$ cat config.mk
export PLATFORM = sky130hd
export DESIGN_NAME = trip_delay_timer
export DESIGN_NICKNAME = d
export VERILOG_FILES = /design/src/rtl/tdt_pkg.sv /design/src/rtl/tdt_copy.sv /design/src/rtl/tdt_disagree.sv /design/src/rtl/trip_delay_timer.sv
export SDC_FILE = /design/constraint.sdc
export NUM_CORES = 1
export LEC_CHECK = 0
export ABC_CLOCK_PERIOD_IN_PS = 2900
export BUFFER_PORTS_ARGS = -buffer_cell sky130_fd_sc_hd__clkbuf_2
export CELL_PAD_IN_SITES_DETAIL_PLACEMENT = 1
export CELL_PAD_IN_SITES_GLOBAL_PLACEMENT = 1
export CORE_MARGIN = 2
export CORE_UTILIZATION = 29
export DETAILED_ROUTE_END_ITERATION = 12
export PLACE_DENSITY = 0.51
export SYNTH_ARGS = -nofsm -noshare
export SYNTH_HDL_FRONTEND = slang
export SYNTH_HIERARCHICAL = 1
export SYNTH_SLANG_ARGS = --single-unit
$ cat constraint.sdc
create_clock -name clk -period 2.9 [get_ports clk]
set_clock_uncertainty 0.15 [all_clocks]
set_input_delay 0.145 -clock clk [delete_from_list [all_inputs] [get_ports clk]]
set_output_delay 0.145 -clock clk [all_outputs]
set_load 0.1 [all_outputs]
$ cat src/rtl/tdt_pkg.sv
package tdt_pkg;

  // Phase of a single timer copy
  typedef enum logic [1:0] {
    PH_IDLE = 2'b00,
    PH_RUN  = 2'b01,
    PH_DONE = 2'b10
  } phase_e;

  localparam int unsigned CNT_W_DEF  = 12;
  localparam int unsigned COPIES_DEF = 3;

endpackage

$ cat src/rtl/tdt_copy.sv
module tdt_copy
  import tdt_pkg::*;
#(
  parameter int unsigned CNT_W = CNT_W_DEF
) (
  input  logic             clk,
  input  logic             rst,
  input  logic             start_i,
  input  logic [CNT_W-1:0] load_i,
  output logic [CNT_W-1:0] cnt_o,
  output logic             expired_o
);

  localparam logic [CNT_W-1:0] ONE  = CNT_W'(1);
  localparam logic [CNT_W-1:0] ZERO = '0;

  phase_e           phase_q, phase_n;
  logic [CNT_W-1:0] cnt_q, cnt_n;

  always_comb begin
    cnt_n   = cnt_q;
    phase_n = phase_q;
    if (start_i) begin
      cnt_n   = load_i;
      phase_n = (load_i == ZERO) ? PH_DONE : PH_RUN;
    end else begin
      case (phase_q)
        PH_RUN: begin
          if (cnt_q == ZERO) begin
            // count already spent: finish without wrapping
            phase_n = PH_DONE;
          end else begin
            cnt_n = cnt_q - ONE;
            if (cnt_q == ONE) phase_n = PH_DONE;
          end
        end
        PH_IDLE, PH_DONE: begin
          phase_n = phase_q;
        end
        default: begin
          // illegal encoding: drop to idle, the sister copies expose it
          phase_n = PH_IDLE;
        end
      endcase
    end
  end

  always_ff @(posedge clk) begin
    if (rst) begin
      cnt_q   <= ZERO;
      phase_q <= PH_IDLE;
    end else begin
      cnt_q   <= cnt_n;
      phase_q <= phase_n;
    end
  end

  assign cnt_o     = cnt_q;
  assign expired_o = (phase_q == PH_DONE);

endmodule

$ cat src/rtl/tdt_disagree.sv
module tdt_disagree #(
  parameter int unsigned CNT_W  = 12,
  parameter int unsigned COPIES = 3
) (
  input  logic                         clk,
  input  logic                         rst,
  input  logic [COPIES-1:0][CNT_W-1:0] cnt_i,
  input  logic [COPIES-1:0]            exp_i,
  output logic                         flag_o
);

  // pair_diff[a][b] set when copies a and b (a < b) differ
  logic [COPIES-1:0][COPIES-1:0] pair_diff;
  logic                          any_diff;
  logic                          flag_q;

  for (genvar a = 0; a < COPIES; a++) begin : g_row
    for (genvar b = 0; b < COPIES; b++) begin : g_col
      if (b > a) begin : g_pair
        assign pair_diff[a][b] = (cnt_i[a] != cnt_i[b]) || (exp_i[a] != exp_i[b]);
      end else begin : g_none
        assign pair_diff[a][b] = 1'b0;
      end
    end
  end

  assign any_diff = |pair_diff;

  always_ff @(posedge clk) begin
    if (rst) flag_q <= 1'b0;
    else     flag_q <= flag_q | any_diff;
  end

  assign flag_o = flag_q;

endmodule

$ cat src/rtl/trip_delay_timer.sv
module trip_delay_timer
  import tdt_pkg::*;
#(
  parameter int unsigned CNT_W  = CNT_W_DEF,
  parameter int unsigned COPIES = COPIES_DEF
) (
  input  logic              clk,
  input  logic              rst,
  input  logic              start_i,
  input  logic [CNT_W-1:0]  term_cnt_i,
  output logic [COPIES-1:0] expired_o,
  output logic              mismatch_o
);

  logic [COPIES-1:0][CNT_W-1:0] cnt_all;

  for (genvar i = 0; i < COPIES; i++) begin : g_copy
    tdt_copy #(
      .CNT_W(CNT_W)
    ) u_copy (
      .clk      (clk),
      .rst      (rst),
      .start_i  (start_i),
      .load_i   (term_cnt_i),
      .cnt_o    (cnt_all[i]),
      .expired_o(expired_o[i])
    );
  end

  tdt_disagree #(
    .CNT_W (CNT_W),
    .COPIES(COPIES)
  ) u_disagree (
    .clk   (clk),
    .rst   (rst),
    .cnt_i (cnt_all),
    .exp_i (expired_o),
    .flag_o(mismatch_o)
  );

endmodule

==> impl_metrics.toml, run 1 <==
[synth]
syn_nets = 391
syn-cell-area_um2 = 2970
synth-async-reset-ratio_pct = 0
ys_ff_latch = 43
yosysSeqAreaShare_pct = 29.0
ys.flop_type = "dfxtp_1"
synth_edf_count = 0
yosys_warnings = 6
syn_avg_cell_area_um2 = 8.09
synth_cell_type_count = 41
syn_inst = 367

[clock_tree]
hold_buffers = 0
clock_path_buffers = 2
postCtsResizedCells = 0
path_clk_slew_ns = 0.09
cts_tree = "yes"
cts-root-buf = "clkbuf_8"
htreeDepth = 2
clock-sinks = 43
clk-insertion-delay-late_ns = 0.29
postCtsSetupRepairBufs = 0
numCtsBuffers = 5

[global_route]
grt_max_degree = 40
grt_pass1_wl_um = 17200
overflow = 0
grtUsageTotal_pct = 19.9
grt_antenna_before_repair = 0
grt_pass1_vias = 3000

[sta]
rsz0062_at_grt = "no"
holdWs_ns = 0.0443
finalMaxSlewViolations = 0
hold_viol = 0
fin_crit_ns = 2.42
timing.final.crit_share_pct = 83.5
totalNegativeSetupSlack_ns = 0
slew_headroom_pct = 37.3
worst_pin_slew_ns = 0.941
max_freq_ghz = 0.413
finalSetupViolations = 0

[routing]
wl_per_cell_um = 21.2
routed_wl_um = 10900
vias = 3088
drt_iter0_markers = 121
first_pass_iters = 4
post_drt_via_cell_ratio = 6.00
drc = 0
postRouteAntennaNets = 0

[power_and_ir_drop]
power.switching_uw = 550
pwr_density_cell_nw_per_um2 = 473
pwr-share-comb_pct = 25.1
sw_frac_of_total_pct = 35.5
pwr-share-seq_pct = 46.7
vdd_drop_max_mv = 0.150
clkPwrFrac_pct = 28.2
p_leak_nw = 1.12
p_total_mw = 1.55
p_int_uw = 999

[floorplan]
row_count = 36
dieArea_um2 = 11100
io_pins = 19
fp.dieH_um = 105
coreArea_um2 = 9860
start_util_pct = 30.1
dieWidth_um = 105

[critical_path]
cp_cell_sequence = "or4_4, nor4_2, o21ai_0, a311oi_1"
crit_family = "simple AND/OR/NAND/NOR gates"
cp_slowest_cell = "nor4_2"
critPathBufInv = 0
cp-end-kind = "flop"
start_kind = "flop"
cp_max_fo = 10
cp.arrival_ns = 2.46
max_stage_delay_ns = 0.68
path_class = "reg2reg"
required_ns = 2.94

[worst_hold_path]
hp-class = "in2reg"

[finish]
n_fill_cell = 1198
area_growth_pct = 10.4
ff_latch_area_um2 = 861
multiInputGateArea_um2 = 1960
diodes = 0
fin_nets = 405
final_layout_size_suffix_gt1_share_pct = 11.8
final_area_um2 = 3280
layout_common_cells = "dfxtp_1 (43), nor2_1 (38), a311oi_1 (24), nor3_1 (22), or4_1 (21)"
layout_commonest_cell = "dfxtp_1"

[placed_design]
portBuffers = 18
placed_area_um2 = 3180
hpwl_um = 7940
gp_congestion = 0.753

[outcome]
status = "finished, final reports clean"

[job]
drv_cap = 0
kinds of logic (layout without fill, tap and decap cells):
group                    after synthesis  in the layout  share of synthesized area, %
AND/OR/NAND/NOR                      174            174                          34.9
AO/OA/AOI/OAI                        101            101                          25.5
flip-flops                            43             43                          29.0
buffers and inverters                 34             49                          5.05
adder cells (fa/ha/maj)                9              9                          3.79
XOR/XNOR                               6              6                          1.77
state kept, by name, indices dropped and copies added (netlist names):
signal / cells
g_copy.u_copy/cnt_o: 36
g_copy.u_copy/phase_q: 6
u_disagree/flag_o: 1
synthesized netlist by cell type (3+ instances only):
cell       number  area share [%]
clkbuf_1        9             1.1
dfxtp_1        43              29
buf_1           3            0.38
o22ai_1         5             1.1
inv_1          16             2.0
or3_1          11             2.3
ha_1            9             3.8
nand2_1        10             1.3
nor3b_1         3            0.76
or4_1          21             5.3
nor2b_1         6             1.3
nand2b_1        6             1.3
clkinv_1        3            0.38
a311oi_1       24             7.1
and4_1          3            0.88
nand3_1        11             1.9
a221oi_1        9             2.7
a211oi_1        6             1.5
a2111oi_0       3            0.88
or4_4           6             2.3
nor3_1         22             3.7
o31ai_1        12             3.0
nand4bb_1       3             1.1
or3b_2          3            0.88
o21ai_0        17             2.9
nand4_1         4            0.84
buf_6           3             1.1
nor2_1         38             4.8
and3_1         10             2.1
xnor2_1         6             1.8
nor4_2          3             1.3
nor4_1         11             2.3
a2111o_1        3             1.1
a211o_1         3            0.88
o211ai_1        3            0.76
a21oi_1        10             1.7
a311o_1         3             1.0
or2_2           3            0.63
power groups by stage:
stage,Combinational (mW),Clock [mW],Sequential [mW]
finish,0.389,0.437,0.723
floorplan,0.284,0,0.707
global route,0.435,0.475,0.736
detailed placement,0.387,0,0.736
global placement,0.382,0,0.737
CTS,0.389,0.460,0.723
metal layers:
| metal | up-vias | wire length [um] | global-route usage, % |
|---|---|---|---|
| met3 | 4 | 420 | 2.62 |
| met4 | 0 | 75 | 2.95 |
| met5 | - | 0 | 0 |
| met1 | 1551 | 5530 | 29.7 |
| li1 | 1496 | - | - |
| met2 | 37 | 4870 | 30.9 |
stage by stage:
stage          utilization [%]  cells  setup WS (ns)
2_1_floorplan                -    367          0.361
3_5_place_dp              32.2    507          0.524
5_1_grt                   33.2    515          0.268
4_1_cts                   33.2    515          0.494
6_report                  33.2    515          0.477
3_3_place_gp              32.2    507          0.557
worst paths after layout:
kind | startpoint | to | slack (ns) | cells after the start
worst min register to register | g_copy[2].u_copy/cnt_o[6] | g_copy[2].u_copy/cnt_o[6] | 0.41 | 2
worst max register to register | g_copy[0].u_copy/cnt_o[3] | g_copy[0].u_copy/cnt_o[0] | 0.48 | 4
worst min-delay path | term_cnt_i[10] | g_copy[2].u_copy/cnt_o[10] | 0.04 | 3
worst max-delay path | g_copy[0].u_copy/cnt_o[3] | g_copy[0].u_copy/cnt_o[0] | 0.48 | 4
worst register-to-register path: cells and delay by family, from the launching register on:
| kind | cells | cell delay (ns) |
|---|---|---|
| and+or+nand+nor | 2 | 1.30 |
| DFF | 1 | 0.42 |
| AOI/OAI and AO/OA | 2 | 0.45 |
layout make-up:
cell class	instances	share of cell area, %
Inverter	19	2.18
Timing Repair Buffer	22	3.66
Tap cell	133	5.08
Multi-Input combinational cell	290	59.8
Sequential cell	43	26.3
Clock buffer	8	3.05
(Power assumes the default switching activity.)
==> run 2, diff against run 1 <==
- ABC_AREA: not set -> 1
- ABC_CLOCK_PERIOD_IN_PS: 2900 -> 2000
- PLACE_DENSITY: 0.51 -> 0.58
- clock period: 2.9 -> 2 ns (I/O delays scaled with it)
==> impl_metrics.toml, run 2 <==
[floorplan]
row_count = 41
coreArea_um2 = 12600
dieArea_um2 = 13800
start_util_pct = 29.7
fp.dieH_um = 118
dieWidth_um = 118
io_pins = 19

[synth]
synth_edf_count = 0
ys.flop_type = "dfxtp_1"
ys_ff_latch = 43
yosysSeqAreaShare_pct = 23.0
synth_common_cells = "nand2_1 (247), nor2_1 (148), inv_1 (106)"
yosys_warnings = 6
syn-cell-area_um2 = 3750
synth-async-reset-ratio_pct = 0
syn_nets = 725
synthTopCellsByArea = "nand2_1 (25%), dfxtp_1 (23%), nor2_1 (15%)"
yosys.area.top_type = "nand2_1"
syn_avg_cell_area_um2 = 5.34
synth_cell_type_count = 21
synth_top_area_share_pct = 24.7
yosys.cell_count.top_type = "nand2_1"
syn_inst = 701

[routing]
vias = 4302
drt_iter0_markers = 260
postRouteAntennaNets = 0
wl_per_cell_um = 15.6
first_pass_iters = 4
routed_wl_um = 14500
drc = 0
post_drt_via_cell_ratio = 4.64

[finish]
final_area_um2 = 4450
fin_nets = 781
area_growth_pct = 18.9
layout_common_cells = "nand2_1 (244), nor2_1 (145), inv_1 (106), dfxtp_1 (43), buf_4 (40)"
n_fill_cell = 1787
final-instance-count-excl-fill = 928
final_layout_size_suffix_gt1_share_pct = 10.7
finish.utilization_pct = 35.3
diodes = 0
largest_register_ffs = 36
layout_commonest_cell = "nand2_1"

[critical_path]
cp_max_fo = 6
r2r_slack_ns = 0.22
reg2reg_to = "g_copy[1].u_copy/cnt_o[9]"
required_ns = 2.09
cp.arrival_ns = 1.87
r2r-start = "g_copy[1].u_copy/cnt_o[0]"
reg2reg_depth = 11
path_class = "reg2reg"
cp-end-kind = "flop"
start_kind = "flop"

[clock_tree]
cts-root-buf = "clkbuf_16"
cts_tree = "yes"
postCtsSetupRepairBufs = 0
numCtsBuffers = 5
postCtsResizedCells = 0
clock_path_buffers = 2
clk-insertion-delay-late_ns = 0.29
path_clk_slew_ns = 0.06
hold_buffers = 0
clock-sinks = 43
htreeDepth = 2

[power_and_ir_drop]
pwr_density_cell_nw_per_um2 = 689
p_total_mw = 3.07
vdd_drop_max_mv = 0.334
p_leak_nw = 2.32

[sta]
max_freq_ghz = 0.561
timing.final.crit_share_pct = 89.1
finalMaxSlewViolations = 0
fin_crit_ns = 1.78
rsz0062_at_grt = "no"
slew_headroom_pct = 62.6
holdWs_ns = 0.0847
totalNegativeSetupSlack_ns = 0
worst_pin_slew_ns = 0.555
finalSetupViolations = 0
hold_viol = 0
worst_slack_ns = 0.218

[job]
drv_cap = 0

[placed_design]
placed_cells = 922
post-place-ws_ns = 0.147
placed_area_um2 = 4320
hpwl_um = 11600
portBuffers = 18
gp_congestion = 0.903

[worst_hold_path]
hp-class = "in2reg"
min-delay-start = "rst"
whs_path_depth = 2
hold_end = "g_copy[2].u_copy/cnt_o[2]"

[global_route]
grt_pass1_vias = 4374
grt_pass1_wl_um = 23400
grtUsageTotal_pct = 21.5
overflow = 0
grt_max_degree = 24
grt_antenna_before_repair = 0

[outcome]
status = "finished, final reports clean"
## run 2: area by class of cell
cell class,instances,area (um2),area share (%)
Tap cell,172,215,4.83
Multi-Input combinational cell,543,2460,55.3
Clock buffer,6,129,2.89
Inverter,106,398,8.93
Sequential cell,43,861,19.3
Timing Repair Buffer,58,390,8.76
## run 2: report_power, final
part	total, mW	internal, mW	switching [mW]	leakage [nW]
combinational	1.26	0.442	0.819	1.90
sequential	0.997	0.930	0.0673	0.356
clock	0.812	0.451	0.361	0.0628
## run 2: how the worst max path moves through the flow
| stage | start | to | slack [ns] |
|---|---|---|---|
| after floorplan | g_copy[0].u_copy/phase_q[1] | u_disagree/flag_o | 0.20 |
| after global placement | g_copy[1].u_copy/cnt_o[1] | g_copy[1].u_copy/cnt_o[4] | 0.19 |
| after detailed placement | g_copy[2].u_copy/cnt_o[0] | g_copy[2].u_copy/cnt_o[5] | 0.15 |
| after CTS | g_copy[1].u_copy/cnt_o[1] | g_copy[1].u_copy/cnt_o[4] | 0.13 |
| after global routing | g_copy[1].u_copy/cnt_o[0] | g_copy[1].u_copy/cnt_o[9] | 0.03 |
| final | g_copy[1].u_copy/cnt_o[0] | g_copy[1].u_copy/cnt_o[9] | 0.22 |
## run 2: worst max-delay path, cell delays in order, from the launching register on
cell	delay, ns
dfxtp_1	0.43
inv_1	0.12
ha_1	0.24
inv_1	0.06
nor2_1	0.04
nand2_1	0.06
nand2_1	0.05
nor2_1	0.30
nand2_1	0.10
nand3_1	0.08
nand2_1	0.05
inv_1	0.05
## run 2: metal layers
layer / up-vias / global-route usage (%) / wire [um]
met5: - / 0 / 0
met4: 0 / 5.80 / 295
met3: 21 / 3.83 / 656
met2: 59 / 35.7 / 6740
met1: 2003 / 28.6 / 6800
li1: 2219 / - / -
## run 2: cells by family (layout without fill, tap and decap cells)
group / count (synthesis) / in the layout / synth area share, %
fa+ha+maj: 9 / 9 / 3.01
simple gates: 457 / 457 / 49.4
xor+xnor: 21 / 21 / 4.91
buf+inv: 115 / 170 / 12.1
compound gates: 56 / 56 / 7.62
flops: 43 / 43 / 23.0
==> run 3, diff against run 2 <==
- REMOVE_ABC_BUFFERS: not set -> 1
==> impl_metrics.toml, run 3 (synthesis gave the netlist of run 2 again) <==
[placed_design]
portBuffers = 18
post-place-ws_ns = 0.0764
placed_area_um2 = 4260
gp_congestion = 0.823
hpwl_um = 11500

[routing]
routed_wl_um = 14600
vias = 4309
first_pass_iters = 4
wl_per_cell_um = 15.7
drc = 0
drt_iter0_markers = 204
postRouteAntennaNets = 0
post_drt_via_cell_ratio = 4.66

[critical_path]
required_ns = 2.04
start_kind = "flop"
cp_slowest_cell = "dfxtp_1"
cp.arrival_ns = 1.88
cp_max_fo = 11
max_stage_delay_ns = 0.37
path_class = "reg2reg"
cp_cell_sequence = "inv_1, ha_1, nand2_1, nor2_1, nand3_1, nand2_2, inv_1, nor2_1, nor3_1"
cp-end-kind = "flop"

[power_and_ir_drop]
vdd_drop_max_mv = 0.329
p_leak_nw = 2.31
p_total_mw = 3.14
pwr_density_cell_nw_per_um2 = 711

[job]
drv_cap = 0

[floorplan]
dieWidth_um = 118
coreArea_um2 = 12600
dieArea_um2 = 13800
fp.dieH_um = 118
io_pins = 19
start_util_pct = 29.7
row_count = 41

[sta]
totalNegativeSetupSlack_ns = 0
max_freq_ghz = 0.545
worst_slack_ns = 0.165
rsz0062_at_grt = "no"
worst_pin_slew_ns = 0.558
timing.final.crit_share_pct = 91.7
finalSetupViolations = 0
slew_headroom_pct = 62.4
holdWs_ns = 0.109
hold_viol = 0
finalMaxSlewViolations = 0
fin_crit_ns = 1.83

[global_route]
overflow = 0
grt_max_degree = 20
grt_pass1_vias = 4362
grt_antenna_before_repair = 0
grt_pass1_wl_um = 23200
grtUsageTotal_pct = 21.5

[finish]
fin_nets = 776
diodes = 0
area_growth_pct = 18.0
multiInputGateArea_um2 = 2440
layout_commonest_cell = "nand2_1"
n_fill_cell = 1811
ff_latch_area_um2 = 861
layout_common_cells = "nand2_1 (245), nor2_1 (147), inv_1 (105), dfxtp_1 (43)"
largest_register_ffs = 36
final_layout_size_suffix_gt1_share_pct = 10.1
final_area_um2 = 4420

[clock_tree]
numCtsBuffers = 5
clk-insertion-delay-late_ns = 0.30
clock-sinks = 43
htreeDepth = 2
hold_buffers = 0
path_clk_slew_ns = 0.07
clock_path_buffers = 2
cts_tree = "yes"
cts-root-buf = "clkbuf_16"

[worst_hold_path]
hp-class = "in2reg"

[outcome]
status = "finished, final reports clean"
## run 3: cell type report
type / instances / share of cell area [%]
clock buffer: 8 / 3.54
inverter: 106 / 9.00
multi-input combinational: 543 / 55.2
sequential: 43 / 19.5
tap: 172 / 4.87
timing repair buffer: 53 / 7.98
## run 3: metrics by stage
step	utilization, %	cells
after floorplan	-	692
after global placement	33.7	917
after detailed placement	33.7	917
after CTS	35.0	925
after global routing	35.0	925
final	35.0	925
## run 3: final timing paths
kind | to | from | slack [ns] | cells after the start
setup / recovery | g_copy[1].u_copy/cnt_o[4] | g_copy[1].u_copy/cnt_o[0] | 0.17 | 9
hold / removal | g_copy[2].u_copy/cnt_o[9] | term_cnt_i[9] | 0.11 | 5
setup reg to reg | g_copy[1].u_copy/cnt_o[4] | g_copy[1].u_copy/cnt_o[0] | 0.17 | 9
hold reg to reg | g_copy[2].u_copy/cnt_o[5] | g_copy[2].u_copy/cnt_o[5] | 0.42 | 2
## run 3: worst max-delay path, delay by kind of cell (launching register included)
family / cells / cell delay [ns]
flops: 1 / 0.37
simple gates: 6 / 0.68
buf+inv: 2 / 0.30
fa+ha+maj: 1 / 0.22
## run 3: what timing repair did
item,CTS,global route
gates resized for setup,0,4
endpoints found under the setup margin,0,12
hold endpoints to repair,0,0
buffers inserted,0,0
## run 3: layer usage
metal | track usage, % | vias to the layer above | wire length, um
li1 | - | 2212 | -
met1 | 27.6 | 2036 | 6840
met2 | 36.9 | 51 | 6890
met3 | 4.31 | 10 | 628
met4 | 5.50 | 0 | 194
met5 | 0 | - | 0
## run 3: power breakdown
part	switching [mW]	total [mW]	internal [mW]	leakage (nW)
combinational	0.791	1.21	0.423	1.87
sequential	0.0917	1.02	0.930	0.356
clock	0.375	0.908	0.533	0.0772
